[src/rtl/adcfmt_pkg.sv]
package adcfmt_pkg;

   typedef enum logic [1:0] {
      FMT_OFFSET = 2'd0,
      FMT_TWOS   = 2'd1,
      FMT_GRAY   = 2'd2
   } fmt_e;

   localparam int CFG_AW = 2;
   localparam int CFG_DW = 5;

   localparam logic [CFG_AW-1:0] ADDR_CHMASK = 2'd0;
   localparam logic [CFG_AW-1:0] ADDR_MODE   = 2'd1;
   localparam logic [CFG_AW-1:0] ADDR_PINCTL = 2'd2;

   localparam int MODE_ILV_BIT = 2;
   localparam int MODE_INV_BIT = 3;
   localparam int MODE_OFF_BIT = 4;

   function automatic fmt_e decode_fmt(input logic [1:0] field);
      case (field)
         2'd1:    return FMT_TWOS;
         2'd2:    return FMT_GRAY;
         default: return FMT_OFFSET;
      endcase
   endfunction

endpackage

[src/rtl/adcfmt_sat.sv]
module adcfmt_sat #(
   parameter int DATA_W = 12,
   parameter int IN_W   = 14
) (
   input  logic signed [IN_W-1:0] raw_i,
   output logic [DATA_W-1:0]      code_o,
   output logic                   oor_o
);
   localparam int HI_I = (1 << (DATA_W-1)) - 1;
   localparam int LO_I = -(1 << (DATA_W-1));
   localparam logic signed [IN_W-1:0] HI = HI_I[IN_W-1:0];
   localparam logic signed [IN_W-1:0] LO = LO_I[IN_W-1:0];
   localparam logic [DATA_W-1:0] POS_EXT = {1'b0, {(DATA_W-1){1'b1}}};
   localparam logic [DATA_W-1:0] NEG_EXT = {1'b1, {(DATA_W-1){1'b0}}};

   if (IN_W <= DATA_W) begin : g_bad_width
      $error("adcfmt_sat: IN_W must exceed DATA_W");
   end

   always_comb begin
      if (raw_i > HI) begin
         code_o = POS_EXT;
         oor_o  = 1'b1;
      end else if (raw_i < LO) begin
         code_o = NEG_EXT;
         oor_o  = 1'b1;
      end else begin
         code_o = raw_i[DATA_W-1:0];
         oor_o  = 1'b0;
      end
   end
endmodule

[src/rtl/adcfmt_delay.sv]
module adcfmt_delay #(
   parameter int W     = 13,
   parameter int DEPTH = 16
) (
   input  logic         clk,
   input  logic         rst_n,
   input  logic [W-1:0] d_i,
   output logic [W-1:0] q_o
);
   if (DEPTH == 0) begin : g_wire
      assign q_o = d_i;
   end else begin : g_shift
      logic [W-1:0] stg [DEPTH];

      always_ff @(posedge clk or negedge rst_n) begin
         if (!rst_n) begin
            for (int i = 0; i < DEPTH; i++) stg[i] <= '0;
         end else begin
            stg[0] <= d_i;
            for (int i = 1; i < DEPTH; i++) stg[i] <= stg[i-1];
         end
      end

      assign q_o = stg[DEPTH-1];

      // the head of the delay line captures the input on every edge
      a_r2_head_capture: assert property (@(posedge clk) disable iff (!rst_n)
         1'b1 |=> (stg[0] == $past(d_i)));
   end
endmodule

[src/rtl/adcfmt_cfg.sv]
module adcfmt_cfg
   import adcfmt_pkg::*;
#(
   parameter int NCH = 2
) (
   input  logic              clk,
   input  logic              rst_n,
   input  logic              we_i,
   input  logic [CFG_AW-1:0] addr_i,
   input  logic [CFG_DW-1:0] wdata_i,
   output fmt_e              fmt_o,
   output logic              ilv_o,
   output logic              inv_o,
   output logic [NCH-1:0]    off_o,
   output logic              pin_en_o
);
   logic [NCH-1:0] chmask;

   if (NCH > CFG_DW) begin : g_bad_nch
      $error("adcfmt_cfg: channel mask wider than write data");
   end

   always_ff @(posedge clk or negedge rst_n) begin
      if (!rst_n) begin
         chmask   <= '1;
         fmt_o    <= FMT_OFFSET;
         ilv_o    <= 1'b0;
         inv_o    <= 1'b0;
         off_o    <= '0;
         pin_en_o <= 1'b0;
      end else if (we_i) begin
         case (addr_i)
            ADDR_CHMASK: chmask <= wdata_i[NCH-1:0];
            ADDR_MODE: begin
               fmt_o <= decode_fmt(wdata_i[1:0]);
               ilv_o <= wdata_i[MODE_ILV_BIT];
               inv_o <= wdata_i[MODE_INV_BIT];
               for (int c = 0; c < NCH; c++)
                  if (chmask[c]) off_o[c] <= wdata_i[MODE_OFF_BIT];
            end
            ADDR_PINCTL: pin_en_o <= wdata_i[0];
            default: ;
         endcase
      end
   end

   // field value 3 falls back to offset binary
   a_r12_code3_offset: assert property (@(posedge clk) disable iff (!rst_n)
      (we_i && addr_i == ADDR_MODE && wdata_i[1:0] == 2'd3) |=> (fmt_o == FMT_OFFSET));

   for (genvar g = 0; g < NCH; g++) begin : g_chk
      // port-off bit follows the mask, untouched otherwise
      a_r10_masked_off: assert property (@(posedge clk) disable iff (!rst_n)
         (we_i && addr_i == ADDR_MODE) |=>
            (off_o[g] == ($past(chmask[g]) ? $past(wdata_i[MODE_OFF_BIT]) : $past(off_o[g]))));
   end
endmodule

[src/rtl/adcfmt_encode.sv]
module adcfmt_encode
   import adcfmt_pkg::*;
#(
   parameter int DATA_W = 12
) (
   input  logic              clk,
   input  logic              rst_n,
   input  logic [DATA_W-1:0] code_i,
   input  logic              oor_i,
   input  fmt_e              fmt_i,
   output logic [DATA_W-1:0] word_o,
   output logic              oor_o
);
   localparam logic [DATA_W-1:0] MSB_ONLY = {1'b1, {(DATA_W-1){1'b0}}};
   localparam logic [DATA_W-1:0] ALL_ONE  = '1;
   localparam logic [DATA_W-1:0] ALL_ZERO = '0;
   localparam logic [DATA_W-1:0] LOW_ONES = {1'b0, {(DATA_W-1){1'b1}}};

   logic [DATA_W-1:0] offs;
   logic [DATA_W-1:0] enc;

   assign offs = code_i ^ MSB_ONLY;

   always_comb begin
      case (fmt_i)
         FMT_TWOS: enc = code_i;
         FMT_GRAY: enc = offs ^ (offs >> 1);
         default:  enc = offs;
      endcase
   end

   always_ff @(posedge clk or negedge rst_n) begin
      if (!rst_n) begin
         word_o <= '0;
         oor_o  <= 1'b0;
      end else begin
         word_o <= enc;
         oor_o  <= oor_i;
      end
   end

   // a flagged sample leaves as an extreme code of some format
   a_r6_flag_extreme: assert property (@(posedge clk) disable iff (!rst_n)
      oor_i |=> (oor_o && (word_o == ALL_ZERO || word_o == ALL_ONE ||
                           word_o == MSB_ONLY || word_o == LOW_ONES)));
endmodule

[src/rtl/adcfmt_top.sv]
module adcfmt_top
   import adcfmt_pkg::*;
#(
   parameter int DATA_W  = 12,
   parameter int IN_W    = 14,
   parameter int LATENCY = 16
) (
   input  logic                   clk,
   input  logic                   rst_n,
   input  logic signed [IN_W-1:0] ch_a_i,
   input  logic signed [IN_W-1:0] ch_b_i,
   input  logic                   cfg_we_i,
   input  logic [CFG_AW-1:0]      cfg_addr_i,
   input  logic [CFG_DW-1:0]      cfg_wdata_i,
   input  logic                   oeb_pin_i,
   output logic [DATA_W-1:0]      dout_a_o,
   output logic [DATA_W:0]        dout_a_oe_o,
   output logic                   or_a_o,
   output logic                   dco_a_o,
   output logic                   dco_a_oe_o,
   output logic [DATA_W-1:0]      dout_b_o,
   output logic [DATA_W:0]        dout_b_oe_o,
   output logic                   or_b_o,
   output logic                   dco_b_o,
   output logic                   dco_b_oe_o
);
   localparam int NCH = 2;
   localparam int PW  = DATA_W + 1;

   if (LATENCY < 1) begin : g_bad_lat
      $error("adcfmt_top: LATENCY must be at least 1");
   end
   if (DATA_W < 2) begin : g_bad_dw
      $error("adcfmt_top: DATA_W too small");
   end

   fmt_e           fmt;
   logic           ilv, inv, pin_en;
   logic [NCH-1:0] port_off;
   logic           ilv_q, inv_q;

   logic signed [IN_W-1:0] raw  [NCH];
   logic [DATA_W-1:0]      word [NCH];
   logic                   oor  [NCH];
   logic [NCH-1:0]         en;

   assign raw[0] = ch_a_i;
   assign raw[1] = ch_b_i;

   adcfmt_cfg #(.NCH(NCH)) u_cfg (
      .clk(clk), .rst_n(rst_n),
      .we_i(cfg_we_i), .addr_i(cfg_addr_i), .wdata_i(cfg_wdata_i),
      .fmt_o(fmt), .ilv_o(ilv), .inv_o(inv), .off_o(port_off), .pin_en_o(pin_en)
   );

   for (genvar g = 0; g < NCH; g++) begin : g_ch
      logic [DATA_W-1:0] sat_code;
      logic              sat_oor;
      logic [PW-1:0]     dly_q;

      adcfmt_sat #(.DATA_W(DATA_W), .IN_W(IN_W)) u_sat (
         .raw_i(raw[g]), .code_o(sat_code), .oor_o(sat_oor)
      );

      adcfmt_delay #(.W(PW), .DEPTH(LATENCY)) u_dly (
         .clk(clk), .rst_n(rst_n),
         .d_i({sat_oor, sat_code}), .q_o(dly_q)
      );

      adcfmt_encode #(.DATA_W(DATA_W)) u_enc (
         .clk(clk), .rst_n(rst_n),
         .code_i(dly_q[DATA_W-1:0]), .oor_i(dly_q[DATA_W]), .fmt_i(fmt),
         .word_o(word[g]), .oor_o(oor[g])
      );

      assign en[g] = ~(port_off[g] | (pin_en & oeb_pin_i));
   end

   // clock-side mode bits move with the output words
   always_ff @(posedge clk or negedge rst_n) begin
      if (!rst_n) begin
         ilv_q <= 1'b0;
         inv_q <= 1'b0;
      end else begin
         ilv_q <= ilv;
         inv_q <= inv;
      end
   end

   logic show_b_on_a;
   assign show_b_on_a = ilv_q & ~clk;

   assign dout_a_o = show_b_on_a ? word[1] : word[0];
   assign or_a_o   = show_b_on_a ? oor[1]  : oor[0];
   assign dco_a_o  = (ilv_q ? ~clk : clk) ^ inv_q;
   assign dout_b_o = word[1];
   assign or_b_o   = oor[1];
   assign dco_b_o  = clk ^ inv_q;

   assign dout_a_oe_o = {PW{en[0]}};
   assign dco_a_oe_o  = en[0];
   assign dout_b_oe_o = {PW{en[1]}};
   assign dco_b_oe_o  = en[1];

   // enabled pin control forces every driver off
   a_r11_pin_hiz: assert property (@(posedge clk) disable iff (!rst_n)
      (pin_en && oeb_pin_i) |-> (dout_a_oe_o == '0 && dout_b_oe_o == '0 &&
                                 !dco_a_oe_o && !dco_b_oe_o));

   // a port-off channel drives nothing
   a_r10_port_off: assert property (@(posedge clk) disable iff (!rst_n)
      port_off[0] |-> (dout_a_oe_o == '0 && !dco_a_oe_o));
endmodule

[config.mk]
export PLATFORM = sky130hd
export DESIGN_NAME = adcfmt_top
export DESIGN_NICKNAME = d
export VERILOG_FILES = /design/src/rtl/adcfmt_pkg.sv /design/src/rtl/adcfmt_sat.sv /design/src/rtl/adcfmt_delay.sv /design/src/rtl/adcfmt_cfg.sv /design/src/rtl/adcfmt_encode.sv /design/src/rtl/adcfmt_top.sv
export SDC_FILE = /design/constraint.sdc
export NUM_CORES = 1
export LEC_CHECK = 0
export BUFFER_PORTS_ARGS = -buffer_cell sky130_fd_sc_hd__buf_2
export CORE_AREA = 2 2 166 168
export DETAILED_ROUTE_END_ITERATION = 8
export DIE_AREA = 0 0 168 170
export PLACE_DENSITY = 0.64
export SYNTH_ARGS = -nofsm -noshare
export SYNTH_HDL_FRONTEND = slang
export SYNTH_SLANG_ARGS = --single-unit
[constraint.sdc]
create_clock -name clk -period 3.3 [get_ports clk]
set_input_delay 0.33 -clock clk [delete_from_list [all_inputs] [get_ports clk]]
set_output_delay 0.33 -clock clk [all_outputs]
set_load 0.02 [all_outputs]
---- Yosys cells after proc, flatten, opt, wreduce, memory -nomap -nowiden ----
Index checks and enable logic that the tools add are counted.
word-level totals
  flip-flop bits (word level) ............. 453
  input port bits ......................... 39
  output and inout port bits .............. 56
cells by class
  $lt $le $gt $ge ......................... 4
  eq/ne operators ......................... 6
  mux-type cells .......................... 14
  bitwise gates (word level) .............. 13
  reductions and logical operators ........ 6
operators with widths
  kind                                                                               count
  12-bit two-way mux                                                                 5
  12-bit one-hot mux with 2 select lines                                             2
  14-bit by 12-bit greater-than comparator with 1-bit output, second input constant  2
  14-bit by 12-bit < comparator with 1-bit output, second input constant             2
  12-bit by 11-bit XOR with 12-bit output                                            2
  2-bit by 1-bit equality test with 1-bit output, second input constant              3
  2-bit equality test, second input constant                                         3
  1-bit two-way mux                                                                  6
  2-bit AND reduction                                                                3
  3-bit AND reduction                                                                2
  1-bit NOT                                                                          5
  2-bit one-hot mux with 2 select lines                                              1
  1-bit bitwise AND                                                                  2
  2-bit logical NOT                                                                  1
  1-bit bitwise OR                                                                   2
  1-bit XOR                                                                          2

---- Depth between registers and ports, before layout ----
Gate-level depths: netlist of the first run.
  depth in word-level cells ............... 3
  mapped depth ............................ 7
  depth with buffers taken out ............ 4

---- Hierarchy ----
Synthesis of the first run repeated with hierarchy kept, for this count alone.
second synthesis, totals
  cell total of the unflattened synthesis .. 741
  area, all modules ....................... 13,431.6 µm²
by module, submodules not included
  module                          times used  cells an instance  area each (µm²)  sequential area each (µm²)
  adcfmt_delay                    2           221                5,302.6          5,205.0
  adcfmt_encode at g_ch[0].u_enc  1           70                 725.7            325.3
  adcfmt_encode at g_ch[1].u_enc  1           70                 724.4            325.3
  adcfmt_sat                      2           43                 252.7            0.0
  adcfmt_top                      1           48                 484.2            50.0
  adcfmt_cfg                      1           25                 386.6            227.7

==> qor.yml, run 1 <==
r2r_cells: 4
worstPathRequired_ns: 2.97
clk_pin_slew_worst_paths_ns: 0.06
p_sw_share_pct: 24.3
ir_drop_uv: 530
maxSlewHeadroom_pct: 42.9
worstReg2RegStart: "u_cfg.fmt_o[0]"
worst-path-max-fanout: 13
comb_power_share_pct: 7.1
critPathMaxStageDelay_ns: 0.33
tightest_slew_ns: 0.856
syn_inst: 709
hold_violations: 0
ys_types: 32
drv_cap: 0
worstHoldPathCells: 3
hold_start: "ch_a_i[3]"
critical-path-slowest-cell: "mux2_2"
rows: 60
cts_tree: "done"
crit_path_end_kind: "output pin"
async_reset_ff_share_pct: 100
initial_utilization_pct: 49.3
grt_pass1_vias: 6468
nets: 876
synth_nets: 751
synth_seq_area_share_pct: 86.3
grt_pass1_wl_mm: 30.8
p_clk_share_pct: 41.9
area_growth_pct: 17.7
fillers: 1915
power_frac_seq_pct: 51.0
postRouteAntennaNets: 0
fin_ws_ns: 0.0692
powerDensity_nw_per_um2: 794
viasPerCell: 4.75
grt_antenna_before_repair: 0
leakage_nw: 6.82
seq_area_um2: 11300
holdWs_ns: 0.0350
die_x_um: 168
yosys_warnings: 0
fin_cells: 1208
finClkSkew_ns: 0.240
pre_cts_ws_ns: 0.351
dieArea_um2: 28600
drc: 0
ys_ff_latch: 453
p_switching_mw: 2.99
grt_max_degree: 113
multi_input_area_um2: 1470
hold_class: "in -> reg"
die_h_um: 170
synth_area_um2: 13100
hold_end: "g_ch[0].u_dly.g_shift.stg[198]"
slew_viol_final: 0
timing.rr.end: "g_ch[1].u_enc.word_o[2]"
outcome: "complete, no violations"
rsz0062_at_grt: "no"
final_common_cell: "dfrtp_1"
grt_overflow: 0
fin_setup_tns_ns: 0
drtPass1Iterations: 5
dp_cells: 1103
syn_area_per_cell_um2: 18.5
path_cells: "clkbuf_16, clkbuf_16, inv_1, ha_4, buf_6, mux2_2, buf_2"
wl_per_cell_um: 15.0
setup_violations: 0
drive_gt1_share_pct: 23.4
dp_hpwl_mm: 9.27
track_usage_pct: 14.0
start_kind: "clock port"
numPortBuffers: 94
wl_mm: 18.1
r2r_slack_ns: 1.41
clock_latency_ns: 0.64
layout_common_cells: "dfrtp_1 (451), buf_2 (93), clkbuf_16 (42), dlygate4sd3_1 (25), nor2_1 (24)"
core_area_um2: 26700
ios: 95
num_vias: 5733
place_congestion: 0.809
worstPathArrival_ns: 2.90
n_antenna_cell: 0
internal_power_mw: 9.29
power.total_mw: 12.3
crit_type: "clk -> out"
drt_iter0_markers: 449
synth_edf_count: 0
synth-main-ff-cell: "dfrtp_1"
critPathMostFrequentCell: "clkbuf_16"
## Yosys cell counts, types with 5 or more instances
cell type | instances | area, um2
nand3b_1 | 21 | 158
dfrtp_1 | 451 | 11300
mux2_2 | 15 | 169
nor2_1 | 24 | 90.1
buf_2 | 13 | 65.1
clkbuf_1 | 7 | 26.3
inv_1 | 5 | 18.8
buf_4 | 26 | 195
mux2_1 | 5 | 56.3
o211ai_1 | 10 | 75.1
o21ai_0 | 22 | 110
nand2b_1 | 20 | 125
a21boi_0 | 22 | 165
o22ai_1 | 22 | 138
o211ai_2 | 10 | 125
## sequential cells by signal, summed over array words and instances, names as in the netlist
| name | flops |
|---|---|
| ilv_q | 1 |
| u_cfg.chmask | 2 |
| u_cfg.fmt_o | 2 |
| g_ch.u_dly.q_o | 26 |
| g_ch.u_enc.word_o | 24 |
| g_ch.u_enc.oor_o | 2 |
| u_cfg.ilv_o | 1 |
| u_cfg.inv_o | 1 |
| inv_q | 1 |
| u_cfg.off_o | 2 |
| g_ch.u_dly.g_shift.stg | 390 |
| u_cfg.pin_en_o | 1 |
## through the flow
step / area [um2] / util, %
2_1_floorplan: 13100 / -
3_3_place_gp: 13800 / 51.8
3_5_place_dp: 13800 / 51.8
4_1_cts: 15500 / 58.0
5_1_grt: 15500 / 58.0
6_report: 15500 / 58.0
## cells by family after synthesis
family,Yosys count,synth area share (%)
AO/OA/AOI/OAI,90,4.82
XOR/XNOR,2,0.133
flip-flops,453,86.3
AND/OR/NAND/NOR,85,3.95
adder cells (fa/ha/maj),3,0.286
buffers and inverters,54,2.65
multiplexers,22,1.87
## timing repair
item,in CTS,in global routing
resized for setup,3,2
hold buffers,25,0
endpoints found under the hold margin,108,0
endpoints found under the setup margin,13,8
buffers inserted,3,0
pin swaps,1,0
## worst max path at each step
stage / startpoint / to / slack, ns / cells after the start
global placement: clk / dout_a_o[0] / 0.35 / 4
detailed placement: clk / dout_a_o[0] / 0.35 / 4
floorplan: clk / dout_a_o[10] / 0.45 / 4
finish: clk / dout_a_o[6] / 0.07 / 7
CTS: clk / dout_a_o[6] / 0.01 / 7
global route: clk / dout_a_o[2] / 0.02 / 7
## power groups by stage
stage	Combinational [mW]	Clock [mW]	Sequential, mW
after floorplan	0.614	0.350	6.35
after global placement	0.819	0.430	6.32
after detailed placement	0.851	0.430	6.36
after CTS	0.877	5.31	6.28
after global routing	0.954	5.61	6.32
final	0.869	5.14	6.26
## worst max-delay path, delay by kind of cell
kind	cells	cell delay, ns
buffers and inverters	5	0.76
adders and majority gates	1	0.15
muxes	1	0.33
## per-layer routing
metal | global-route usage (%) | vias to the layer above | wire length (um)
met3 | 5.44 | 37 | 1110
met5 | 0 | - | 0
met4 | 7.18 | 0 | 394
met1 | 15.7 | 2938 | 7070
li1 | - | 2575 | -
met2 | 23.3 | 183 | 9530
## layout make-up
| cell class | instances | share of cell area [%] |
|---|---|---|
| Tap cell | 341 | 2.76 |
| Inverter | 4 | 0.0971 |
| Timing Repair Buffer | 112 | 4.87 |
| Clock buffer | 78 | 8.37 |
| Sequential cell | 453 | 73.3 |
| Multi-Input combinational cell | 202 | 9.47 |
| Clock inverter | 18 | 1.12 |
Power figures use the tool's default switching activity.
==> run 2, diff against run 1 <==
- GPL_TIMING_DRIVEN: not set -> 0
==> qor.yml, run 2 (synthesis gave the netlist of run 1 again) <==
worstReg2RegStart: "u_cfg.fmt_o[0]"
drc: 0  # unchanged
wl_mm: 17.5  # -3.5%
critPathMostFrequentCell: "clkbuf_16"
track_usage_pct: 13.3  # -0.68 points
critical-path-slowest-cell: "mux2_2"
hold_violations: 0  # unchanged
area_growth_pct: 21.3
dp_cells: 1148  # +4.1%
holdWs_ns: 0.0430  # +0.00804 ns
finClkSkew_ns: 0.383  # +0.142 ns
cp-endpoint: "dout_a_o[5]"
dpl_cell_area_um2: 14200  # +2.5%
rows: 60  # unchanged
crit_buf_inv: 5  # unchanged
n_antenna_cell: 0  # unchanged
cp_top_family: "buffers and inverters"
drtPass1Iterations: 4  # -1
ios: 95  # unchanged
r2r_slack_ns: 1.86  # +0.45 ns
rsz0062_at_grt: "no"
ir_drop_uv: 428  # -19%
numPortBuffers: 94  # unchanged
post-route-util_pct: 59.8  # +1.8 points
drt_iter0_markers: 325  # -28%
comb_power_share_pct: 8.4  # +1.3 points
clock_latency_ns: 0.66  # +0.02 ns
die_h_um: 170  # unchanged
final_cell_area_um2: 15900  # +3.1%
dieArea_um2: 28600  # unchanged
die_x_um: 168  # unchanged
crit_type: "clk -> out"
slew_viol_final: 0  # unchanged
top_register: "g_ch.u_dly.g_shift.stg"
p_switching_mw: 3.03  # +1.5%
fin_cells: 1261  # +4.4%
drive_gt1_share_pct: 26.8  # +3.4 points
r2r_cells: 6  # +2
cts_tree: "done"
grt_pass1_wl_mm: 29.6  # -3.8%
power.total_mw: 12.7  # +3.5%
worstPathArrival_ns: 2.82  # -0.08 ns
core_area_um2: 26700  # unchanged
p_clk_share_pct: 42.4  # +0.5 points
clk_pin_slew_worst_paths_ns: 0.06  # about the same
layout_common_cells: "dfrtp_1 (451), buf_2 (105), clkbuf_16 (44), buf_4 (35), dlygate4sd3_1 (29)"
postRouteAntennaNets: 0  # unchanged
hold_class: "in -> reg"
worst-path-max-fanout: 12  # -1
fillers: 1874  # -2.1%
num_vias: 5882  # +2.6%
crit_path_start: "clk"
largest_register_ff_count: 390  # unchanged
tightest_slew_ns: 0.935  # +0.0787 ns
place_congestion: 0.793  # -2.0%
outcome: "complete, no violations"
leakage_nw: 7.10  # +4.0%
timing.rr.end: "g_ch[0].u_enc.word_o[0]"
grt_pass1_vias: 6310  # -2.4%
initial_utilization_pct: 49.3  # unchanged
maxSlewHeadroom_pct: 37.7  # -5.2 points
start_kind: "clock port"
wl_per_cell_um: 13.9  # -7.5%
p_sw_share_pct: 23.8  # -0.48 points
drv_cap: 0  # unchanged
critPathMaxStageDelay_ns: 0.34  # about the same
final_common_cell: "dfrtp_1"
hold_start: "cfg_wdata_i[4]"
internal_power_mw: 9.68  # +4.2%
grt_overflow: 0  # unchanged
power_frac_seq_pct: 49.2  # -1.8 points
grt_antenna_before_repair: 0  # unchanged
path_cells: "clkbuf_16, clkbuf_16, inv_1, ha_4, buf_8, mux2_2, buf_2"
setup_violations: 0  # unchanged
dp_hpwl_mm: 8.87  # -4.3%
crit_path_end_kind: "output pin"
critical_path_depth: 7  # unchanged
nets: 932  # +6.4%
powerDensity_nw_per_um2: 797  # +0.43%
grt_max_degree: 124  # +9.7%
viasPerCell: 4.66  # -1.7%
worstPathRequired_ns: 2.97  # about the same
## run 2: changes by cell type in the layout (fill, tap and decap cells not counted), sizes merged
cell and change:
clkinv -6, inv +1, clkbuf +9, buf +44, dlygate4sd3 +4, clkinvlp +1
## run 2: cell type report
type | instances | area, um2 | area share (%)
inverters | 4 | 15.0 | 0.0942
clock buffers | 86 | 1400 | 8.79
clock inverters | 14 | 151 | 0.950
plain buffers | 49 | 339 | 2.13
multi-input cells | 202 | 1470 | 9.19
repair buffers | 112 | 806 | 5.05
well taps | 341 | 427 | 2.68
flip-flops and latches | 453 | 11300 | 71.1
## run 2: power by group through the flow
| stage | logic [mW] | registers, mW | clock network, mW |
|---|---|---|---|
| CTS | 1.08 | 6.27 | 5.41 |
| finish | 1.06 | 6.26 | 5.39 |
| global route | 1.17 | 6.31 | 5.85 |
| global placement | 1.01 | 6.32 | 0.434 |
| detailed placement | 1.05 | 6.35 | 0.434 |
| floorplan | 0.614 | 6.35 | 0.350 |
## run 2: through the flow
step           TNS (ns)  setup slack (ns)
4_1_cts               0            0.0106
2_1_floorplan         0             0.452
6_report              0             0.150
3_3_place_gp   -2834.71             -6.30
3_5_place_dp          0             0.369
5_1_grt               0            0.0776
## run 2: worst min path at each step
stage	endpoint	slack, ns	depth (start not counted)
floorplan	g_ch[0].u_dly.g_shift.stg[100]	0.03	0
global placement	g_ch[0].u_dly.g_shift.stg[65]	0.33	0
detailed placement	g_ch[0].u_enc.word_o[10]	0.20	1
CTS	g_ch[0].u_dly.g_shift.stg[207]	0.02	3
global route	u_cfg.off_o[0]	0.02	2
finish	u_cfg.off_o[0]	0.04	2
## run 2: per-layer routing
layer | global-route usage [%] | routed length (um)
met5 | 0 | 0
met4 | 5.48 | 340
met3 | 5.21 | 1090
met2 | 22.7 | 9060
met1 | 15.0 | 6990
## run 2: what timing repair did
item                                    in CTS  in global routing
buffers inserted                             0                  9
resized for setup                            5                  0
hold buffers                                27                  2
endpoints found under the setup margin      13                 10
hold endpoints to repair                   123                  3
pin swaps                                    1                  0
==> run 3, diff against run 2 <==
- CORE_AREA: 2 2 166 168 -> 2 2 213 215
- DIE_AREA: 0 0 168 170 -> 0 0 215 217
- PLACE_DENSITY: 0.64 -> 0.42
==> qor.yml, run 3 (synthesis gave the netlist of run 1 again) <==
outcome: "complete, no violations"
drive_gt1_share_pct: 27.0  # +0.11 points
largest_register_ff_count: 390  # unchanged
drv_cap: 0  # unchanged
critPathMaxStageDelay_ns: 0.33  # about the same
hold_violations: 0  # unchanged
ir_drop_uv: 370  # -14%
wl_mm: 16.4  # -6.2%
multi_input_area_um2: 1470  # unchanged
ios: 95  # unchanged
start_kind: "clock port"
dp_hpwl_mm: 9.04  # +1.9%
clock_latency_ns: 0.73  # +0.07 ns
r2r_slack_ns: 1.67  # -0.19 ns
leakage_nw: 7.15  # +0.70%
rows: 78  # +30%
area_growth_pct: 24.6
crit_type: "clk -> out"
drt_iter0_markers: 267  # -18%
seq_area_um2: 11300  # unchanged
grt_overflow: 0  # unchanged
dpl_cell_area_um2: 14500  # +2.3%
final_common_cell: "dfrtp_1"
fillers: 4250  # +130%
critical-path-slowest-cell: "mux2_2"
grt_antenna_before_repair: 0  # unchanged
dieArea_um2: 46700  # +63%
critPathMostFrequentCell: "clkbuf_16"
crit_path_end_kind: "output pin"
dp_cells: 1407  # +23%
numPortBuffers: 94  # unchanged
layout_common_cells: "dfrtp_1 (451), buf_2 (105), clkbuf_16 (47), buf_4 (36), dlygate4sd3_1 (31)"
powerDensity_nw_per_um2: 788  # -1.1%
finClkSkew_ns: 0.268  # -0.115 ns
hold_class: "in -> reg"
clk_pin_slew_worst_paths_ns: 0.06  # about the same
setup_violations: 0  # unchanged
power.total_mw: 12.9  # +1.6%
worst-path-max-fanout: 11  # -1
worstPathArrival_ns: 2.83  # about the same
grt_max_degree: 124  # unchanged
cts_tree: "done"
initial_utilization_pct: 29.4  # -20 points
cp_top_family: "buffers and inverters"
track_usage_pct: 7.63  # -5.6 points
worstPathRequired_ns: 2.97  # about the same
holdWs_ns: 0.0159  # -0.0272 ns
n_antenna_cell: 0  # unchanged
post-route-util_pct: 36.6  # -23 points
fin_cells: 1531  # +21%
rsz0062_at_grt: "no"
slew_viol_final: 0  # unchanged
path_cells: "clkbuf_16, clkbuf_16, inv_1, ha_4, buf_8, mux2_2, buf_2"
nets: 938  # +0.64%
place_congestion: 0.717  # -9.6%
viasPerCell: 3.76  # -19%
die_x_um: 215  # +28%
wl_per_cell_um: 10.7  # -23%
drtPass1Iterations: 4  # unchanged
final_cell_area_um2: 16400  # +2.7%
grt_pass1_vias: 6007  # -4.8%
tightest_slew_ns: 0.899  # -0.0358 ns
maxSlewHeadroom_pct: 40.1  # +2.4 points
top_register: "g_ch.u_dly.g_shift.stg"
num_vias: 5758  # -2.1%
postRouteAntennaNets: 0  # unchanged
grt_pass1_wl_mm: 28.7  # -3.0%
core_area_um2: 44700  # +68%
drc: 0  # unchanged
die_h_um: 217  # +28%
crit_buf_inv: 5  # unchanged
==> run 3: timing repair <==
action	CTS	global route
setup endpoints to repair	13	11
buffers inserted	2	8
endpoints found under the hold margin	100	0
gates cloned	0	0
hold buffers	31	0
pin swaps	1	0
gates resized for setup	4	1
==> run 3: power by group <==
part           internal (mW)  switching, mW  total, mW  leakage, nW
clock network           3.32           2.29       5.61        0.917
logic                  0.447          0.616       1.06         1.12
registers               6.08          0.161       6.24         5.11
==> run 3: cell type report <==
| class | count | area share [%] |
|---|---|---|
| Buffer | 49 | 2.07 |
| Clock buffer | 97 | 9.34 |
| Clock inverter | 12 | 0.688 |
| Inverter | 4 | 0.0917 |
| Multi-Input combinational cell | 202 | 8.95 |
| Sequential cell | 453 | 69.2 |
| Tap cell | 600 | 4.58 |
| Timing Repair Buffer | 114 | 5.04 |
==> run 3: worst register-to-register path: cells and delay by family (launching register included) <==
| family | cells | cell delay [ns] |
|---|---|---|
| fa+ha+maj | 1 | 0.32 |
| compound gates | 1 | 0.17 |
| flops | 1 | 0.35 |
| buf+inv | 4 | 0.50 |
| simple gates | 1 | 0.13 |
==> run 3: worst paths after layout <==
check / end / depth (start not counted) / from
worst max register to register: g_ch[1].u_enc.word_o[1] / 7 / u_cfg.fmt_o[0]
worst min register to register: g_ch[0].u_dly.q_o[10] / 0 / g_ch[0].u_dly.g_shift.stg[23]
min in group asynchronous: g_ch[0].u_dly.g_shift.stg[207] / 2 / rst_n
worst max-delay path: dout_a_o[1] / 7 / clk
max in group asynchronous: u_cfg.chmask[1] / 4 / rst_n
worst min-delay path: g_ch[0].u_dly.g_shift.stg[197] / 3 / ch_a_i[11]
==> run 3: stage by stage <==
step / worst slack (ns) / setup TNS [ns]
2_1_floorplan: 0.452 / 0
3_5_place_dp: 0.369 / 0
6_report: 0.138 / 0
5_1_grt: 0.0728 / 0
4_1_cts: 0.00441 / 0
3_3_place_gp: -6.87 / -3082.52
==> run 3: layer usage <==
| metal | track usage (%) | part of all wire [%] | up-vias |
|---|---|---|---|
| met4 | 5.15 | 3.9 | 0 |
| li1 | - | - | 2702 |
| met2 | 10.6 | 45 | 149 |
| met3 | 3.66 | 7.0 | 53 |
| met5 | 0 | 0 | - |
| met1 | 9.35 | 44 | 2854 |
